File: src/rtl/sreg_pkg.sv
package sreg_pkg;
  localparam int unsigned SREG_W = 8;

  // status word bit positions
  localparam int unsigned BIT_C = 0;
  localparam int unsigned BIT_Z = 1;
  localparam int unsigned BIT_N = 2;
  localparam int unsigned BIT_V = 3;
  localparam int unsigned BIT_S = 4;
  localparam int unsigned BIT_H = 5;
  localparam int unsigned BIT_T = 6;
  localparam int unsigned BIT_I = 7;

  // ALU update mask positions
  localparam int unsigned MSK_C = 0;
  localparam int unsigned MSK_Z = 1;
  localparam int unsigned MSK_N = 2;
  localparam int unsigned MSK_V = 3;
  localparam int unsigned MSK_S = 4;
  localparam int unsigned MSK_H = 5;
  localparam int unsigned ALU_MASK_W = 6;

  // ALU candidate positions
  localparam int unsigned CND_C = 0;
  localparam int unsigned CND_Z = 1;
  localparam int unsigned CND_N = 2;
  localparam int unsigned CND_V = 3;
  localparam int unsigned CND_H = 4;
  localparam int unsigned ALU_CND_W = 5;

  typedef logic [SREG_W-1:0] sreg_t;
endpackage

File: src/rtl/sreg_bus_port.sv
module sreg_bus_port
  import sreg_pkg::*;
#(
  parameter int unsigned     AW    = 8,
  parameter logic [AW-1:0]   MATCH = '0
) (
  input  logic [AW-1:0] addr_i,
  input  logic          we_i,
  input  sreg_t         q_i,
  output logic          hit_o,
  output logic          wr_o,
  output sreg_t         rdata_o
);
  assign hit_o   = (addr_i == MATCH);
  assign wr_o    = hit_o & we_i;
  assign rdata_o = hit_o ? q_i : '0;
endmodule

File: src/rtl/sreg_bitcopy.sv
module sreg_bitcopy #(
  parameter int unsigned W  = 8,
  localparam int unsigned SW = $clog2(W)
) (
  input  logic [SW-1:0] sel_i,
  input  logic [W-1:0]  opnd_i,
  input  logic          t_i,
  output logic          bst_bit_o,
  output logic [W-1:0]  bld_data_o
);
  assign bst_bit_o = opnd_i[sel_i];

  for (genvar g = 0; g < W; g++) begin : g_bit
    assign bld_data_o[g] = (sel_i == SW'(g)) ? t_i : opnd_i[g];
  end
endmodule

File: src/rtl/sreg_irq_gate.sv
module sreg_irq_gate #(
  parameter int unsigned N = 4
) (
  input  logic         clk_i,
  input  logic         rst_ni,
  input  logic         gie_i,
  input  logic [N-1:0] req_i,
  input  logic [N-1:0] en_i,
  output logic [N-1:0] pend_o
);
  for (genvar g = 0; g < N; g++) begin : g_line
    assign pend_o[g] = gie_i & req_i[g] & en_i[g];
  end

  always_ff @(posedge clk_i) begin
    if (rst_ni) begin
      assert_gate_R11: assert (gie_i || pend_o == '0)
        else $error("pending request while globally disabled");
    end
  end
endmodule

File: src/rtl/sreg_next.sv
module sreg_next
  import sreg_pkg::*;
(
  input  sreg_t                 q_i,
  input  logic                  d_wr_i,
  input  sreg_t                 d_wdata_i,
  input  logic                  io_wr_i,
  input  sreg_t                 io_wdata_i,
  input  logic                  alu_upd_i,
  input  logic [ALU_MASK_W-1:0] alu_mask_i,
  input  logic [ALU_CND_W-1:0]  alu_flags_i,
  input  logic                  bst_i,
  input  logic                  bst_bit_i,
  input  logic                  sei_i,
  input  logic                  cli_i,
  input  logic                  reti_i,
  input  logic                  irq_take_i,
  output sreg_t                 d_o
);
  sreg_t alu_v;
  sreg_t base_v;

  // ALU / bit-store path
  always_comb begin
    alu_v = q_i;
    if (alu_upd_i) begin
      if (alu_mask_i[MSK_C]) alu_v[BIT_C] = alu_flags_i[CND_C];
      if (alu_mask_i[MSK_Z]) alu_v[BIT_Z] = alu_flags_i[CND_Z];
      if (alu_mask_i[MSK_N]) alu_v[BIT_N] = alu_flags_i[CND_N];
      if (alu_mask_i[MSK_V]) alu_v[BIT_V] = alu_flags_i[CND_V];
      if (alu_mask_i[MSK_H]) alu_v[BIT_H] = alu_flags_i[CND_H];
      if (alu_mask_i[MSK_N] | alu_mask_i[MSK_V] | alu_mask_i[MSK_S])
        alu_v[BIT_S] = alu_v[BIT_N] ^ alu_v[BIT_V];
    end
    if (bst_i) alu_v[BIT_T] = bst_bit_i;
  end

  // bus writes override, data port over I/O port
  always_comb begin
    base_v = alu_v;
    if (io_wr_i) base_v = io_wdata_i;
    if (d_wr_i)  base_v = d_wdata_i;
  end

  // interrupt enable side effects, irq entry last
  always_comb begin
    d_o = base_v;
    if (sei_i | reti_i) d_o[BIT_I] = 1'b1;
    if (cli_i)          d_o[BIT_I] = 1'b0;
    if (irq_take_i)     d_o[BIT_I] = 1'b0;
  end
endmodule

File: src/rtl/sreg_unit.sv
module sreg_unit
  import sreg_pkg::*;
#(
  parameter int unsigned  IRQ_N     = 4,
  parameter int unsigned  DAW       = 8,
  parameter int unsigned  IOAW      = 6,
  parameter int unsigned  DATA_ADDR = 'h5F,
  parameter int unsigned  IO_OFFSET = 'h20,
  localparam int unsigned IO_ADDR   = DATA_ADDR - IO_OFFSET,
  localparam int unsigned SELW      = $clog2(SREG_W)
) (
  input  logic                  clk_i,
  input  logic                  rst_ni,
  input  logic [DAW-1:0]        dbus_addr_i,
  input  logic                  dbus_we_i,
  input  logic [SREG_W-1:0]     dbus_wdata_i,
  output logic [SREG_W-1:0]     dbus_rdata_o,
  output logic                  dbus_hit_o,
  input  logic [IOAW-1:0]       iobus_addr_i,
  input  logic                  iobus_we_i,
  input  logic [SREG_W-1:0]     iobus_wdata_i,
  output logic [SREG_W-1:0]     iobus_rdata_o,
  output logic                  iobus_hit_o,
  input  logic                  alu_upd_i,
  input  logic [ALU_MASK_W-1:0] alu_mask_i,
  input  logic [ALU_CND_W-1:0]  alu_flags_i,
  input  logic                  sei_i,
  input  logic                  cli_i,
  input  logic                  reti_i,
  input  logic                  irq_take_i,
  input  logic                  bst_i,
  input  logic [SELW-1:0]       bit_sel_i,
  input  logic [SREG_W-1:0]     bit_opnd_i,
  output logic [SREG_W-1:0]     bld_data_o,
  input  logic [IRQ_N-1:0]      irq_req_i,
  input  logic [IRQ_N-1:0]      irq_en_i,
  output logic [IRQ_N-1:0]      irq_pend_o,
  output logic                  gie_o,
  output logic [SREG_W-1:0]     sreg_o
);
  sreg_t sreg_q, sreg_d;
  logic  d_wr, io_wr, bst_bit;

  sreg_bus_port #(.AW(DAW), .MATCH(DAW'(DATA_ADDR))) u_dport (
    .addr_i (dbus_addr_i), .we_i (dbus_we_i), .q_i (sreg_q),
    .hit_o  (dbus_hit_o),  .wr_o (d_wr),      .rdata_o (dbus_rdata_o)
  );

  sreg_bus_port #(.AW(IOAW), .MATCH(IOAW'(IO_ADDR))) u_ioport (
    .addr_i (iobus_addr_i), .we_i (iobus_we_i), .q_i (sreg_q),
    .hit_o  (iobus_hit_o),  .wr_o (io_wr),      .rdata_o (iobus_rdata_o)
  );

  sreg_bitcopy #(.W(SREG_W)) u_bitcopy (
    .sel_i (bit_sel_i), .opnd_i (bit_opnd_i), .t_i (sreg_q[BIT_T]),
    .bst_bit_o (bst_bit), .bld_data_o (bld_data_o)
  );

  sreg_next u_next (
    .q_i (sreg_q),
    .d_wr_i (d_wr), .d_wdata_i (dbus_wdata_i),
    .io_wr_i (io_wr), .io_wdata_i (iobus_wdata_i),
    .alu_upd_i (alu_upd_i), .alu_mask_i (alu_mask_i), .alu_flags_i (alu_flags_i),
    .bst_i (bst_i), .bst_bit_i (bst_bit),
    .sei_i (sei_i), .cli_i (cli_i), .reti_i (reti_i), .irq_take_i (irq_take_i),
    .d_o (sreg_d)
  );

  always_ff @(posedge clk_i or negedge rst_ni) begin
    if (!rst_ni) sreg_q <= '0;
    else         sreg_q <= sreg_d;
  end

  assign gie_o  = sreg_q[BIT_I];
  assign sreg_o = sreg_q;

  sreg_irq_gate #(.N(IRQ_N)) u_irq_gate (
    .clk_i (clk_i), .rst_ni (rst_ni), .gie_i (sreg_q[BIT_I]),
    .req_i (irq_req_i), .en_i (irq_en_i), .pend_o (irq_pend_o)
  );

  // bits an ALU-only update must not touch
  logic  i_ops, any_wr, sign_upd;
  sreg_t keep_m;
  assign i_ops    = sei_i | cli_i | reti_i | irq_take_i;
  assign any_wr   = d_wr | io_wr;
  assign sign_upd = alu_mask_i[MSK_N] | alu_mask_i[MSK_V] | alu_mask_i[MSK_S];
  always_comb begin
    keep_m        = '1;
    keep_m[BIT_C] = ~alu_mask_i[MSK_C];
    keep_m[BIT_Z] = ~alu_mask_i[MSK_Z];
    keep_m[BIT_N] = ~alu_mask_i[MSK_N];
    keep_m[BIT_V] = ~alu_mask_i[MSK_V];
    keep_m[BIT_H] = ~alu_mask_i[MSK_H];
    keep_m[BIT_S] = ~sign_upd;
  end

  assert_irq_clear_R8: assert property (@(posedge clk_i) disable iff (!rst_ni)
    irq_take_i |=> !gie_o);

  assert_cli_R7: assert property (@(posedge clk_i) disable iff (!rst_ni)
    cli_i |=> !gie_o);

  assert_sei_R7: assert property (@(posedge clk_i) disable iff (!rst_ni)
    ((sei_i | reti_i) && !cli_i && !irq_take_i) |=> gie_o);

  assert_sign_R5: assert property (@(posedge clk_i) disable iff (!rst_ni)
    (alu_upd_i && sign_upd && !any_wr) |=> (sreg_o[BIT_S] == (sreg_o[BIT_N] ^ sreg_o[BIT_V])));

  assert_bus_wr_R6: assert property (@(posedge clk_i) disable iff (!rst_ni)
    (dbus_hit_o && dbus_we_i && !i_ops) |=> (sreg_o == $past(dbus_wdata_i)));

  assert_hold_R4: assert property (@(posedge clk_i) disable iff (!rst_ni)
    (alu_upd_i && !any_wr && !bst_i && !i_ops) |=> ((sreg_o & $past(keep_m)) == ($past(sreg_o) & $past(keep_m))));
endmodule

File: config.mk
export PLATFORM = sky130hd
export DESIGN_NAME = sreg_unit
export DESIGN_NICKNAME = d
export VERILOG_FILES = /design/src/rtl/sreg_pkg.sv /design/src/rtl/sreg_bus_port.sv /design/src/rtl/sreg_bitcopy.sv /design/src/rtl/sreg_irq_gate.sv /design/src/rtl/sreg_next.sv /design/src/rtl/sreg_unit.sv
export SDC_FILE = /design/constraint.sdc
export NUM_CORES = 1
export LEC_CHECK = 0
export ABC_AREA = 1
export ABC_CLOCK_PERIOD_IN_PS = 1050
export BUFFER_PORTS_ARGS = -buffer_cell sky130_fd_sc_hd__buf_2
export CAP_MARGIN = 20
export CORE_MARGIN = 5
export CORE_UTILIZATION = 36
export DETAILED_ROUTE_END_ITERATION = 10
export PLACE_DENSITY = 0.83
export SLEW_MARGIN = 30
export SYNTH_ARGS = -nofsm -noshare
export SYNTH_HDL_FRONTEND = slang
export SYNTH_HIERARCHICAL = 1
export SYNTH_SLANG_ARGS = --single-unit
File: constraint.sdc
create_clock -name clk_i -period 1.05 [get_ports clk_i]
set_input_delay 0.1575 -clock clk_i [delete_from_list [all_inputs] [get_ports clk_i]]
set_output_delay 0.1575 -clock clk_i [all_outputs]
set_load 0.01 [all_outputs]
# --- Word level (Yosys, flattened, before mapping) ---
# Index checks and enable logic that the tools add are counted.
totals:
  reg_bits: 8
  input_bits: 70
  elab_cells: 70
op_classes:
  bitwise_logic: 14
  eq_ne: 9
  n_reduce_logical: 12
  n_mux: 27
  n_lt_le_gt_ge: 1
ops:
  columns: ["op", "n"]
  rows:
  - ["8-bit 2-to-1 mux", 4]
  - ["1-bit 2-to-1 mux", 21]
  - ["3-bit nonzero test", 6]
  - ["3-bit equality test (second input constant)", 4]
  - ["1-bit AND", 10]
  - ["8-bit by 7-bit equality test with 1-bit output (second input constant)", 1]
  - ["2-bit AND reduction", 4]
  - ["3-bit by 2-bit equality test with 1-bit output (second input constant)", 2]
  - ["6-bit equality test (second input constant)", 1]
  - ["6-bit 2-to-1 mux", 1]
  - ["5-bit nonzero test", 1]
  - ["3-bit by 4-bit less-than comparator with 1-bit output (second input constant)", 1]
  - ["1-bit binary-select mux with 3-bit select", 1]
  - ["3-bit by 1-bit equality test with 1-bit output (second input constant)", 1]
  - ["3-bit zero test", 1]
  - ["1-bit bitwise OR", 3]
  - ["1-bit XOR", 1]

# --- Depth between registers and ports, before layout ---
# Gate-level depths: netlist of the first run.
logic_depth:
  depth_word: 10
  depth_mapped: 12

# --- Cells and area by module ---
# Netlist of the first run, hierarchy kept.
modules_own_cells:
  columns: ["mod", "area_per_inst_um2", "instances", "cells_per_inst", "seq_area_each_um2"]
  rows:
  - ["sreg_next", 384.1, 1, 83, 0.0]
  - ["sreg_bitcopy", 237.7, 1, 52, 0.0]
  - ["sreg_unit", 207.7, 1, 9, 200.2]
  - ["sreg_bus_port at u_dport", 107.6, 1, 28, 0.0]
  - ["sreg_bus_port at u_ioport", 98.8, 1, 25, 0.0]
  - ["sreg_irq_gate", 45.0, 1, 12, 0.0]

# --- Least setup slack after synthesis of the first run ---
# OpenSTA, ideal clock, no wires.
synth_timing:
  kind: "input-to-reg"
  startpoint: "input dbus_addr_i[5]"
  endpoint: "register sreg_q[7] (netlist: sreg_o[7])"
  path_buffers: 0
  required_ns: 0.970
  path_slack_ns: -0.114
  stages: 9
  arrival_time_ns: 1.084
  path_cell_list: "inv_1 > nand2_1 > nor2_1 > nand2_2 > nor2_1 > nand2_1 > nand2_1 > o21ba_2 > nor3_2"
synth_via:
  elab_chain_len: 6
synth_rtl:
  columns: ["item", "line_no", "rtl"]
  rows:
  - ["from (decl)", "sreg_unit.sv:14", "input logic [DAW-1:0] dbus_addr_i,"]
  - ["8-bit by 7-bit equality test with 1-bit output", "sreg_bus_port.sv:14", "assign hit_o = (addr_i == MATCH);"]
  - ["1-bit AND", "sreg_bus_port.sv:15", "assign wr_o = hit_o & we_i;"]
  - ["net d_wr", "sreg_unit.sv:42", "logic d_wr, io_wr, bst_bit;"]
  - ["8-bit 2-to-1 mux", "sreg_next.sv:42", "if (d_wr_i) base_v = d_wdata_i;"]
  - ["1-bit 2-to-1 mux", "sreg_next.sv:48", "if (sei_i | reti_i) d_o[BIT_I] = 1'b1;"]
  - ["1-bit 2-to-1 mux", "sreg_next.sv:49", "if (cli_i) d_o[BIT_I] = 1'b0;"]
  - ["1-bit 2-to-1 mux", "sreg_next.sv:50", "if (irq_take_i) d_o[BIT_I] = 1'b0;"]
  - ["net sreg_d[7]", "sreg_unit.sv:41", "sreg_t sreg_q, sreg_d;"]
  - ["to (signal assigned)", "sreg_unit.sv:71", "else sreg_q <= sreg_d;"]
  - ["to (decl)", "sreg_unit.sv:41", null]
# The timed path passes the listed nets, and every way through them passes these cells.
# A chain may end at the register's enable or synchronous reset.

# --- Worst setup path after layout of the first run ---
layout_timing:
  startpoint: "register sreg_q[6] (netlist: sreg_o[6])"
  endpoint: "output dbus_rdata_o[6]"
layout_via:
  elab_chain_len: 1
layout_rtl:
  columns: ["item", "line_no", "rtl"]
  rows:
  - ["8-bit 2-to-1 mux", "sreg_bus_port.sv:16", "assign rdata_o = hit_o ? q_i : '0;"]
  - ["to (decl)", "sreg_unit.sv:17", "output logic [SREG_W-1:0] dbus_rdata_o,"]
# No other way between the ends.

==> qor.csv, run 1 <==
stage,metric,value,unit
die,Core Rows,19,
detailed_routing,first drt pass iteration count,4,
yosys,"Async S/R FF share, synth",100,%
die,Initial Util,38.2,%
clock_network,maximum buffer depth of the clock tree,2,
timing,Final period util,113,%
yosys,"area leader, netlist",nand2_1,
final_layout,cell area after layout,0.00187,mm2
final_layout,# diodes,0,
detailed_routing,antenna-violating nets left,0,
outcome,status,finished with violations,
die,die height,64.8,um
timing,clk_skew,0.00385,ns
detailed_routing,Vias,1654,
pwr,maximum vdd drop,0.545,mV
yosys,top-count cell post-synth,nand2_1,
placed_design,placed instance area,0.00172,mm2
timing,setup ws final,-0.136,ns
timing,Worst-Margin Slew,0.255,ns
yosys,Yosys warning count,6,
timing,unrepaired setup endpoints after global routing,true,
clock_network,"Clk Latency, worst-skew pair",0.26,ns
clock_network,CTS tree,done,
global_route,antenna violations before repair,0,
die,I/O pin total,109,
global_route,first-pass GRT wire length,6330,um
die,Die X,64.8,um
placed_design,detailed placement HPWL,3300,um
yosys,Syn Inst Count,209,
die,die area,0.00420,mm2
setup_path,crit start category,register,
detailed_routing,1st-iter DRT viols,49,
final_layout,nets,400,
global_route,vias in the first global route,1483,
global_route,total grt overflow,0,
outcome,failing checks,negative setup slack,
timing,Fmax achieved,843,MHz
final_layout,Area Overhead vs Synth,73.3,%
placed_design,placed insts,353,
timing,max_slew headroom,82.8,%
setup_path,WP data arrival,1.03,ns
yosys,"top cells by area, synth","nand2_1, dfrtp_1, inv_1, nor2_1, nand3_1",
detailed_routing,total wire length,4260,um
final_layout,layout cell share with drive strength beyond 1,49.1,%
yosys,synth unique cells,18,
placed_design,IO buf count,108,
clock_network,Clock Tree Root,clkbuf_4,
pwr,Tot Pwr,1.30,mW
timing,count of pins over their slew limit,0,
detailed_routing,Via density,4.61,
setup_path,CP Capture Type,primary output,
timing,final hold violation count,0,
clock_network,clk sink count,8,
setup_path,CP required,0.89,ns
timing,worst hold margin,0.0522,ns
global_route,Overall Global Routing Usage,18.9,%
clock_network,Num CTS Buffers,3,
timing,Final setup viols,34,
yosys,post-synthesis register bit count,8,
yosys,Mean Syn Cell Area,5.17,um2
min_path,HP Class,input port to register,
yosys,Mapped Nets,279,
final_layout,fin cells,359,
yosys,Yosys top cell area share,26.4,%
yosys,Synth top cells by count,"nand2_1, inv_1, nor2_1, nand3_1, o21ai_1",
clock_network,"Reg clk slew, reported paths",0.05,ns
placed_design,routability congestion estimate,0.831,
pwr,static leakage,1.22,nW
yosys,number of flops mapped to enable cells by yosys,0,
detailed_routing,Remaining DRCs,0,
global_route,largest net degree at the start of global routing,14,
timing,minimum clock period,1.19,ns
setup_path,WS Path Type,register to primary output,
setup_path,CP Max Fanout,3,
pwr,Pwr Density,695,mW/mm2
yosys,"Primary FF master, synth",dfrtp_1,
yosys,sequential cell area fraction in the yosys report,18.5,%
yosys,mapped cell area,0.00108,mm2
final_layout,max FFs per register,8,
die,Placeable Area,0.00283,mm2
flow_run,maxcap violations,0,
detailed_routing,drt wl/cell,11.9,um
clock_network,H-tree Lvls,1,
==> layout by cell type, fill, tap and decap left out, drive strengths merged <==
| cell type | synthesis | routed |
|---|---|---|
| nand3 | 13 | 13 |
| o211ai | 3 | 3 |
| clkbuf | 0 | 3 |
| o21ai | 17 | 17 |
| buf | 6 | 120 |
| a21o | 1 | 1 |
| dfrtp | 8 | 8 |
| o21ba | 1 | 1 |
| dlygate4sd3 | 0 | 1 |
| a21oi | 5 | 5 |
| nor2 | 33 | 33 |
| nor3 | 1 | 1 |
| inv | 42 | 42 |
| nand2 | 79 | 80 |
==> worst paths after layout <==
path	from	to	slack [ns]	cells after the start
max in group asynchronous	rst_ni	sreg_o[7]$_DFF_PN0_	0.58	2
min in group asynchronous	rst_ni	sreg_o[4]$_DFF_PN0_	0.28	2
hold reg to reg	sreg_o[4]$_DFF_PN0_	sreg_o[4]$_DFF_PN0_	0.70	5
setup reg to reg	sreg_o[2]$_DFF_PN0_	sreg_o[4]$_DFF_PN0_	-0.08	10
setup / recovery	sreg_o[6]$_DFF_PN0_	dbus_rdata_o[6]	-0.14	4
hold / removal	cli_i	sreg_o[7]$_DFF_PN0_	0.05	2
==> through the flow <==
stage	setup WS, ns	utilization [%]	setup TNS (ns)
after floorplan	0.00286	-	0
after CTS	-0.125	63.3	-2.15
after global placement	-0.106	60.6	-0.606
after detailed placement	-0.129	60.6	-1.16
after global routing	-0.173	66.2	-4.12
final	-0.136	66.2	-2.23
==> metal layers <==
layer / track usage, % / share of wire [%] / vias to the layer above
li1: - / - / 865
met1: 20.8 / 38 / 710
met2: 34.4 / 51 / 73
met3: 5.35 / 9.2 / 6
met4: 7.12 / 1.3 / 0
met5: 0 / 0 / -
==> cell families after synthesis <==
group,Yosys count,share of synthesized area [%]
compound gates,27,13.9
buf+inv,48,20.8
flops,8,18.5
simple gates,126,46.8
==> power by group <==
group          leakage [nW]  switching (mW)  total [mW]  internal [mW]
sequential           0.0932          0.0438       0.393          0.350
clock                0.0138           0.107       0.238          0.131
combinational          1.11           0.342       0.671          0.329
==> layout make-up <==
class                   count  area [um2]
clock buffers               3        22.5
well taps                  31        38.8
repair buffers            121         694
flip-flops and latches      8         203
multi-input cells         154         747
fillers                   269         956
inverters                  42         168
==> critical path, cell delays in order (launching register included) <==
cell and delay, ns:
dfrtp_2 0.43, buf_6 0.13, inv_1 0.05, nor2_1 0.03, buf_2 0.14
==> what timing repair did <==
item                                    in CTS  in global routing
endpoints found under the setup margin      34                 39
gates cloned                                 1                  0
hold buffers                                 1                  0
setup buffers                                2                  1
resized for setup                           16                 34
hold endpoints to repair                     8                  0
pin swaps                                   12                 28
(Power assumes the default switching activity.)
==> inputs of run 2 (changes only) <==
Settings changed: SYNTH_HIERARCHICAL 1 to unset, TNS_END_PERCENT set to 100.
==> qor.csv, run 2 <==
stage,metric,value,unit,change
setup_path,buffer and inverter count on the worst path,3,,unchanged
final_layout,Area Overhead vs Synth,92.1,%,was 73.3%
die,Core Rows,20,,was 19
timing,minimum clock period,1.17,ns,was 1.19 ns
global_route,total grt overflow,0,,unchanged
clock_network,clk sink count,8,,unchanged
timing,count of pins over their slew limit,0,,unchanged
yosys,"Async S/R FF share, synth",100,%,unchanged
timing,Final period util,111,%,was 113%
flow_run,maxcap violations,0,,unchanged
detailed_routing,Remaining DRCs,0,,unchanged
outcome,failing checks,negative setup slack,,unchanged
clock_network,"Clk Latency, worst-skew pair",0.25,ns,was 0.26 ns
detailed_routing,Vias,1809,,was 1654
clock_network,"Reg clk slew, reported paths",0.06,ns,was 0.05 ns
yosys,Mapped Nets,268,,was 279
final_layout,nets,405,,was 400
min_path,HP Class,input port to register,,unchanged
die,die area,0.00424,mm2,was 0.00420 mm2
detailed_routing,antenna-violating nets left,0,,unchanged
timing,setup ws final,-0.117,ns,was -0.136 ns
final_layout,cell area after layout,0.00210,mm2,was 0.00187 mm2
yosys,Syn Inst Count,198,,was 209
setup_path,CP Cell Sequence,inv_2 -> buf_6 -> nor2_1 -> buf_2,,was buf_6 -> inv_1 -> nor2_1 -> buf_2
setup_path,CP max stage delay,0.37,ns,was 0.43 ns
global_route,largest net degree at the start of global routing,19,,was 14
final_layout,# diodes,0,,unchanged
final_layout,layout cell share with drive strength beyond 1,57.4,%,was 49.1%
yosys,top-count cell post-synth,nand2_1,,unchanged
clock_network,H-tree Lvls,1,,unchanged
yosys,Yosys top cell area share,19.5,%,was 26.4%
die,I/O pin total,109,,unchanged
yosys,sequential cell area fraction in the yosys report,18.3,%,was 18.5%
die,Die X,65.1,um,was 64.8 um
global_route,first-pass GRT wire length,6760,um,was 6330 um
die,Placeable Area,0.00298,mm2,was 0.00283 mm2
setup_path,WS Path Type,register to primary output,,unchanged
yosys,post-synthesis register bit count,8,,unchanged
die,die height,65.1,um,was 64.8 um
timing,worst hold margin,0.137,ns,was 0.0522 ns
setup_path,CP required,0.89,ns,about the same
timing,Worst-Margin Slew,0.229,ns,was 0.255 ns
clock_network,Num CTS Buffers,3,,unchanged
timing,final hold violation count,0,,unchanged
final_layout,max FFs per register,8,,unchanged
detailed_routing,Via density,4.94,,was 4.61
detailed_routing,first drt pass iteration count,4,,unchanged
clock_network,CTS tree,done,,unchanged
global_route,Overall Global Routing Usage,19.5,%,was 18.9%
yosys,Synth top cells by count,"nand2_1, nand3_1, nor2_1, inv_1, nand4_1",,"was nand2_1, inv_1, nor2_1, nand3_1, o21ai_1"
final_layout,fillcell total,263,,was 269
yosys,number of flops mapped to enable cells by yosys,0,,unchanged
yosys,"area leader, netlist",nand2_1,,unchanged
placed_design,placed instance area,0.00178,mm2,was 0.00172 mm2
global_route,vias in the first global route,1687,,was 1483
timing,max_slew headroom,84.7,%,was 82.8%
placed_design,detailed placement HPWL,3370,um,was 3300 um
setup_path,crit start category,register,,unchanged
placed_design,routability congestion estimate,0.820,,was 0.831
setup_path,Crit path max-delay family,flip-flops,,unchanged
setup_path,critical path's slowest cell,dfrtp_1,,was dfrtp_2
pwr,Pwr Density,655,mW/mm2,was 695 mW/mm2
detailed_routing,1st-iter DRT viols,75,,was 49
yosys,"Primary FF master, synth",dfrtp_1,,unchanged
pwr,static leakage,1.27,nW,was 1.22 nW
setup_path,CP Max Fanout,2,,was 3
outcome,status,finished with violations,,unchanged
clock_network,Clock Tree Root,clkbuf_4,,unchanged
yosys,Mean Syn Cell Area,5.53,um2,was 5.17 um2
timing,Final setup viols,31,,was 34
clock_network,maximum buffer depth of the clock tree,2,,unchanged
setup_path,CP Capture Type,primary output,,unchanged
detailed_routing,total wire length,4680,um,was 4260 um
final_layout,most frequent cells in the layout,"buf_2, nand2_1, nand3_1",,"was buf_2, nand2_1, inv_1"
pwr,maximum vdd drop,0.341,mV,was 0.545 mV
global_route,antenna violations before repair,0,,unchanged
detailed_routing,drt wl/cell,12.8,um,was 11.9 um
die,Initial Util,36.8,%,was 38.2%
yosys,mapped cell area,0.00109,mm2,was 0.00108 mm2
yosys,Yosys warning count,0,,was 6
placed_design,IO buf count,108,,unchanged
timing,Fmax achieved,857,MHz,was 843 MHz
timing,clk_skew,0.0000643,ns,was 0.00385 ns
setup_path,WP data arrival,1.01,ns,was 1.03 ns
final_layout,"commonest non-fill, non-tap cell in the layout",buf_2,,unchanged
yosys,"top cells by area, synth","nand2_1, dfrtp_1, nand3_1, nor2_1, inv_1",,"was nand2_1, dfrtp_1, inv_1, nor2_1, nand3_1"
yosys,synth unique cells,25,,was 18
timing,unrepaired setup endpoints after global routing,true,,unchanged
==> run 2: changes by cell type after synthesis, sizes merged, moves of 3 or more <==
cell    delta
o21ai     -10
clkinv     +4
or2        +6
o211ai     -3
and3       +4
nand4     +10
nand3     +17
a31oi      +3
nand2     -20
inv       -16
nor2       -4
==> run 2: worst reg2reg max path, stage by stage (launching register included) <==
cell and delay (ns):
dfrtp_1 0.38, inv_2 0.08, buf_6 0.10, nor2_1 0.03
nor2_1 0.08, nand2_1 0.06, nand3_1 0.09, nand3_1 0.08
nand2_1 0.06, nand2_1 0.05
==> run 2: cell families (layout without fill, tap and decap cells) <==
family          Yosys count  in the layout  synth area share, %
flops                     8              8                 18.3
compound gates           14             14                 6.74
buf+inv                  37            172                 15.0
simple gates            139            139                 60.0
==> run 2: final timing paths <==
check	from	endpoint	slack [ns]	depth (start not counted)
worst max register to register	sreg_o[2]$_DFFE_PN0P_	sreg_o[4]$_DFFE_PN0P_	-0.06	9
worst min-delay path	cli_i	sreg_o[7]$_DFFE_PN0P_	0.14	3
worst min register to register	sreg_o[2]$_DFFE_PN0P_	sreg_o[2]$_DFFE_PN0P_	0.61	3
max in group asynchronous	rst_ni	sreg_o[7]$_DFFE_PN0P_	0.58	2
min in group asynchronous	rst_ni	sreg_o[1]$_DFFE_PN0P_	0.28	2
worst max-delay path	sreg_o[3]$_DFFE_PN0P_	dbus_rdata_o[3]	-0.12	4
==> run 2: what timing repair did <==
action | CTS | global route
gates resized for setup | 32 | 38
setup endpoints to repair | 30 | 39
hold buffers | 1 | 0
pin swaps | 19 | 11
hold endpoints to repair | 8 | 0
setup buffers | 7 | 2
==> run 2: area by class of cell <==
type	count	area [um2]	share of cell area (%)
Timing Repair Buffer	139	881	41.9
Multi-Input combinational cell	153	842	40.0
Sequential cell	8	201	9.58
Inverter	30	115	5.47
Tap cell	33	41.3	1.96
Clock buffer	3	22.5	1.07
==> run 2: through the flow <==
stage	setup TNS (ns)	instances	setup WS (ns)	total power, mW	utilization [%]
2_1_floorplan	0	198	0.00465	0.651	-
3_3_place_gp	-1.22	353	-0.164	0.942	59.9
3_5_place_dp	-1.60	353	-0.201	0.956	59.9
4_1_cts	-1.95	364	-0.112	1.30	65.4
5_1_grt	-3.71	366	-0.154	1.47	70.6
6_report	-2.13	366	-0.117	1.38	70.6
==> run 2: routing by layer <==
metal / track usage (%) / part of all wire, %
met1: 21.8 / 37
met3: 4.10 / 8.8
met5: 0 / 0
met2: 36.8 / 51
met4: 5.44 / 2.6
==> run 2: power breakdown <==
group          internal, mW  switching (mW)  leakage, nW
sequential            0.349          0.0400       0.0983
clock                 0.131           0.106       0.0138
combinational         0.384           0.369         1.16
